**config.mk**
```make
export PLATFORM = sky130hd
export DESIGN_NAME = wordmem_row_tracker
export DESIGN_NICKNAME = d
export VERILOG_FILES = /design/src/rtl/wmt_pkg.sv /design/src/rtl/wmt_idx_decode.sv /design/src/rtl/wmt_lane.sv /design/src/rtl/wmt_read_check.sv /design/src/rtl/wordmem_row_tracker.sv
export SDC_FILE = /design/constraint.sdc
export NUM_CORES = 1
export LEC_CHECK = 0
export CAP_MARGIN = 10
export CORE_AREA = 2 2 331 333
export CTS_CLUSTER_SIZE = 8
export DETAILED_ROUTE_END_ITERATION = 10
export DIE_AREA = 0 0 333 335
export PLACE_DENSITY_LB_ADDON = 0.1
export SLEW_MARGIN = 30
export SYNTH_ARGS = -nofsm -noshare
export SYNTH_HDL_FRONTEND = slang
export SYNTH_SLANG_ARGS = --single-unit
```
**constraint.sdc**
```tcl
create_clock -name clk -period 6 [get_ports clk]
set_clock_uncertainty 0.2 [all_clocks]
set_input_delay 0.6 -clock clk [delete_from_list [all_inputs] [get_ports clk]]
set_output_delay 0.6 -clock clk [all_outputs]
set_load 0.02 [all_outputs]
```
**src/rtl/wmt_pkg.sv**
```systemverilog
package wmt_pkg;
  typedef struct packed {
    logic is_read;
    logic is_word;
    logic keep_prev;
  } row_ctrl_t;

  function automatic logic lane_written(input row_ctrl_t c, input logic hit);
    return !c.is_read && (c.is_word || hit);
  endfunction
endpackage

```
**src/rtl/wmt_idx_decode.sv**
```systemverilog
module wmt_idx_decode #(
  parameter int LANES = 4,
  localparam int IDX_W = $clog2(LANES)
) (
  input  logic [IDX_W-1:0] idx,
  output logic [LANES-1:0] hit
);
  always_comb begin
    for (int i = 0; i < LANES; i++) begin
      hit[i] = (idx == IDX_W'(i));
    end
  end
endmodule

```
**src/rtl/wmt_lane.sv**
```systemverilog
module wmt_lane
  import wmt_pkg::*;
#(
  parameter int ELEM_W = 64
) (
  input  row_ctrl_t         ctrl,
  input  logic              hit,
  input  logic [ELEM_W-1:0] prev,
  input  logic [ELEM_W-1:0] word_lane,
  input  logic [ELEM_W-1:0] elem,
  output logic [ELEM_W-1:0] nxt
);
  logic [ELEM_W-1:0] base;
  always_comb begin
    base = ctrl.keep_prev ? prev : '0;
    if (lane_written(ctrl, hit)) begin
      nxt = ctrl.is_word ? word_lane : elem;
    end else begin
      nxt = base;
    end
  end
endmodule

```
**src/rtl/wmt_read_check.sv**
```systemverilog
module wmt_read_check #(
  parameter int WORD_W = 256
) (
  input  logic              is_read,
  input  logic [WORD_W-1:0] expect_vals,
  input  logic [WORD_W-1:0] claim_vals,
  output logic              mismatch
);
  assign mismatch = is_read && (expect_vals != claim_vals);
endmodule

```
**src/rtl/wordmem_row_tracker.sv**
```systemverilog
module wordmem_row_tracker
  import wmt_pkg::*;
#(
  parameter int ELEM_W = 64,
  parameter int LANES  = 4,
  localparam int IDX_W  = $clog2(LANES),
  localparam int WORD_W = ELEM_W * LANES
) (
  input  logic              clk,
  input  logic              rst,
  input  logic              start,
  input  logic              row_valid,
  input  logic              row_is_read,
  input  logic              row_is_word,
  input  logic [IDX_W-1:0]  row_idx,
  input  logic              row_same_cw,
  input  logic [WORD_W-1:0] wr_word,
  input  logic [ELEM_W-1:0] wr_elem,
  input  logic [WORD_W-1:0] rd_vals,
  output logic              out_valid,
  output logic [WORD_W-1:0] out_vals,
  output logic              out_rd_err
);
  logic [WORD_W-1:0] state_q;
  logic [WORD_W-1:0] next_word;
  logic              fresh_q;
  logic              fresh_now;
  logic [LANES-1:0]  lane_hit;
  logic              rd_mismatch;
  row_ctrl_t         ctrl;

  assign fresh_now = fresh_q | start;

  always_comb begin
    ctrl.is_read   = row_is_read;
    ctrl.is_word   = row_is_word;
    ctrl.keep_prev = row_same_cw & ~fresh_now;
  end

  wmt_idx_decode #(.LANES(LANES)) u_dec (
    .idx (row_idx),
    .hit (lane_hit)
  );

  for (genvar g = 0; g < LANES; g++) begin : g_lane
    wmt_lane #(.ELEM_W(ELEM_W)) u_lane (
      .ctrl      (ctrl),
      .hit       (lane_hit[g]),
      .prev      (state_q[g*ELEM_W +: ELEM_W]),
      .word_lane (wr_word[g*ELEM_W +: ELEM_W]),
      .elem      (wr_elem),
      .nxt       (next_word[g*ELEM_W +: ELEM_W])
    );
  end

  wmt_read_check #(.WORD_W(WORD_W)) u_chk (
    .is_read     (row_is_read),
    .expect_vals (next_word),
    .claim_vals  (rd_vals),
    .mismatch    (rd_mismatch)
  );

  always_ff @(posedge clk) begin
    if (rst) begin
      fresh_q <= 1'b1;
    end else if (row_valid) begin
      fresh_q <= 1'b0;
    end else if (start) begin
      fresh_q <= 1'b1;
    end
  end

  always_ff @(posedge clk) begin
    if (rst) begin
      state_q    <= '0;
      out_vals   <= '0;
      out_valid  <= 1'b0;
      out_rd_err <= 1'b0;
    end else begin
      out_valid <= row_valid;
      if (row_valid) begin
        state_q    <= next_word;
        out_vals   <= next_word;
        out_rd_err <= rd_mismatch;
      end else begin
        out_rd_err <= 1'b0;
      end
    end
  end
endmodule

```
==> flow_metrics.py <==
metrics = {
    "floorplanning": {
        "coreArea_um2": 108000,
        "rows": 121,
        "initial_core_util_pct": 18.1,
        "ios": 843,
        "fp.dieH_um": 335,
        "die_w_um": 333,
        "dieArea_um2": 112000,
    },
    "grt": {
        "grt_antenna_before_repair": 61,
        "grt_pass1_vias": 25500,
        "grt_use_total_pct": 32.6,
        "grt_max_degree": 125,
        "grt_overflow": 0,
        "grt_pass1_wl_um": 245000,
    },
    "hold_path": {
        "holdPathStages": 2,
        "min_to": "state_q[153]",
        "hold_path.class": "flip-flop to flip-flop",
        "min_from": "state_q[153]",
    },
    "finish": {
        "area_delta_synth_final_pct": 60.2,
        "final_util_pct": 29.0,
        "regArea_um2": 5180,
        "nFillCells": 11900,
        "drive_gt1_share_pct": 5.79,
        "multi_input_comb_area_um2": 13500,
        "fin_nets": 4139,
    },
    "flow_run": {
        "drv_cap": 0,
    },
    "yosys": {
        "ys_ff_latch": 259,
        "seq_area_frac_synth_pct": 26.5,
        "synth_edf_count": 0,
        "synthesis.nets": 3324,
        "yosysWarnings": 0,
        "synth_area_per_cell_um2": 7.14,
        "synthArstFlopShare_pct": 0,
        "ys.flop_type": "dfxtp_1",
        "syn_inst": 2739,
        "yosysUniqueCellTypes": 73,
        "netlist_area_um2": 19500,
    },
    "power": {
        "powerDensity_nw_per_um2": 204,
        "total_power_uw": 6390,
        "leakage_uw": 0.0109,
        "ir_drop_uv": 179,
    },
    "timing": {
        "hold_viol_final": 0,
        "finalSetupViolations": 0,
        "tns_ns": 0,
        "period_minus_slack_ns": 4.58,
        "slew_headroom_pct": 26.5,
        "worst_slack_ns": 1.42,
        "tightestPinTransition_ns": 1.07,
        "rsz0062_at_grt": "no",
        "min_period_over_period_pct": 76.3,
        "fmax_ghz": 0.219,
        "slew_viol_final": 0,
        "whs_ns": 0.270,
    },
    "route": {
        "route.detailed.drc": 0,
        "routed_via_density": 5.22,
        "ant_nets": 0,
        "vias": 26200,
        "first_iter_violations": 2335,
        "wl_per_cell_um": 37.8,
        "drtPass1Iterations": 6,
        "totalWireLength_um": 190000,
    },
    "clocking": {
        "clockRootBuffer": "clkbuf_16",
        "cts_buffers": 42,
        "cts_tree": "done",
        "clock_latency_ns": 0.60,
        "cts-resized-gates": 0,
        "clockBufferDepth": 3,
        "cts.sinks": 259,
        "htree_levels": 2,
        "holdBufCountCts": 0,
        "path_clk_slew_ns": 0.06,
        "cts_setup_buffers": 0,
    },
    "setup_path": {
        "start_kind": "input pin",
        "crit_path_max_incr_delay_ns": 0.71,
        "cp_data_arrival_time_ns": 4.84,
        "critPathRequiredTime_ns": 6.27,
        "reg2reg_slack_ns": 1.64,
        "r2r_start": "fresh_q",
        "critical_path_class": "input pin to flip-flop",
        "crit_chain": "clkdlybuf4s50_1, nand2b_1, a21oi_4, o221ai_1, o22ai_1, o221a_1, o2111ai_1, or4_1, or3_1, o311a_1",
        "crit_family": "compound AO/OA/AOI/OAI gates",
        "slowest_stage": "a21oi_4",
        "endpoint_kind": "flip-flop",
        "reg2regPathDepth": 11,
        "path_buf_inv": 1,
        "crit_cells": 10,
        "r2r-end": "out_rd_err",
        "path_max_fanout": 19,
    },
    "placement": {
        "pre_cts_ws_ns": 0.753,
        "portBuffers": 842,
        "routabilityCongestion": 0.938,
        "post-dp-hpwl_um": 157000,
    },
    "outcome": {
        "status": "finished, final reports clean",
    },
}
==> worst register-to-register path, delay by kind of cell, from the launching register on <==
family / cells / cell delay [ns]
flip-flops: 1 / 0.34
XOR/XNOR: 1 / 0.24
buffers and inverters: 2 / 0.57
AO/OA/AOI/OAI: 3 / 0.84
AND/OR/NAND/NOR: 5 / 2.06
==> state kept, by name (all words and copies together), names as in the netlist <==
signal      flops
out_valid       1
state_q       256
fresh_q         1
out_rd_err      1
==> cells in the final DEF (no fill, tap or decap), types with 8 or more instances in the layout <==
master,instances
diode_2,26
nor4bb_1,36
clkbuf_1,12
a2111oi_0,11
clkbuf_8,8
o22ai_1,26
xor2_1,99
buf_12,9
o32ai_1,23
a31oi_1,75
a211oi_1,15
nor2b_1,15
a221oi_1,25
a21boi_0,29
nor4_1,29
o21ai_0,94
nand3b_1,20
clkbuf_16,45
xnor2_1,158
buf_4,95
o2111ai_1,13
a2bb2oi_1,15
mux2i_1,69
a22oi_1,133
dfxtp_1,259
nand2_1,342
o211ai_1,9
nor3_1,14
clkdlybuf4s50_1,838
nor2_1,481
mux2_2,9
inv_1,33
nand4_1,27
a21oi_1,277
nand3_1,46
nand2b_1,54
==> power breakdown <==
part           switching (uW)  leakage [uW]  total [uW]  internal [uW]
combinational            1250       0.00815        2060            807
sequential               77.7       0.00210        1850           1780
clock                    1040      0.000627        2470           1440
total                    2370        0.0109        6390           4020
==> metal layers <==
metal	vias to the layer above	GRT usage (%)	wire, um
met4	56	10.9	6960
met2	1324	55.6	90300
met1	13100	39.4	76100
met3	260	8.55	15900
met5	-	0	327
li1	11500	-	-
==> cell usage after synthesis, drive strengths merged, types with 9 or more instances <==
cell	n	area share, %
buf	79	2.4
o2111ai	13	0.58
o22ai	26	0.83
a2111oi	16	0.81
nor2b	18	0.58
nand2b	54	1.7
o21ai	101	2.6
clkbuf	97	1.9
a221oi	25	1.1
dfxtp	259	27
inv	34	0.65
a2bb2oi	15	0.67
a22oi	133	5.1
nor3	14	0.36
nand4	27	0.86
nand3b	20	0.77
xor2	99	4.4
a21oi	280	7.2
nor2	482	9.3
nand3	46	1.2
nand2	347	6.7
nor4	29	0.93
mux2i	75	3.9
o211ai	9	0.35
mux2	10	0.60
a21boi	33	1.3
xnor2	159	7.2
a211oi	16	0.64
a31oi	75	2.4
o32ai	23	1.0
nor4bb	36	1.8
==> worst max-delay path by stage <==
stage                     slack (ns)   startpoint         end
after floorplan                 2.72  row_is_word  out_rd_err
after global placement          0.37  row_is_read  out_rd_err
after detailed placement        0.75  row_is_word  out_rd_err
after CTS                       1.38  row_is_word  out_rd_err
after global routing            1.30        start  out_rd_err
final                           1.42   row_idx[1]  out_rd_err
==> cells by family (layout without fill, tap and decap cells) <==
group | after synthesis | count (layout) | share of synthesized area [%]
buffers and inverters | 210 | 1048 | 4.88
AO/OA/AOI/OAI | 823 | 823 | 27.2
multiplexers | 85 | 85 | 4.51
XOR/XNOR | 258 | 258 | 11.6
other | 0 | 26 | 0
AND/OR/NAND/NOR | 1104 | 1104 | 25.3
flip-flops | 259 | 259 | 26.5
==> cell type report <==
cell class	count	share of cell area (%)
antenna	26	0.208
clock inverter	3	0.0560
tap	1414	5.65
multi-input combinational	2270	43.2
timing repair buffer	947	29.9
clock buffer	64	4.05
sequential	259	16.6
inverter	34	0.408
==> metrics by stage <==
stage / std cells / area [um^2]
5_1_grt: 5000 / 31300
6_report: 5017 / 31300
3_5_place_dp: 4924 / 30000
2_1_floorplan: 2739 / 19500
4_1_cts: 4991 / 31200
3_3_place_gp: 4923 / 29900
Note: power is estimated with default switching activity, not from simulation.
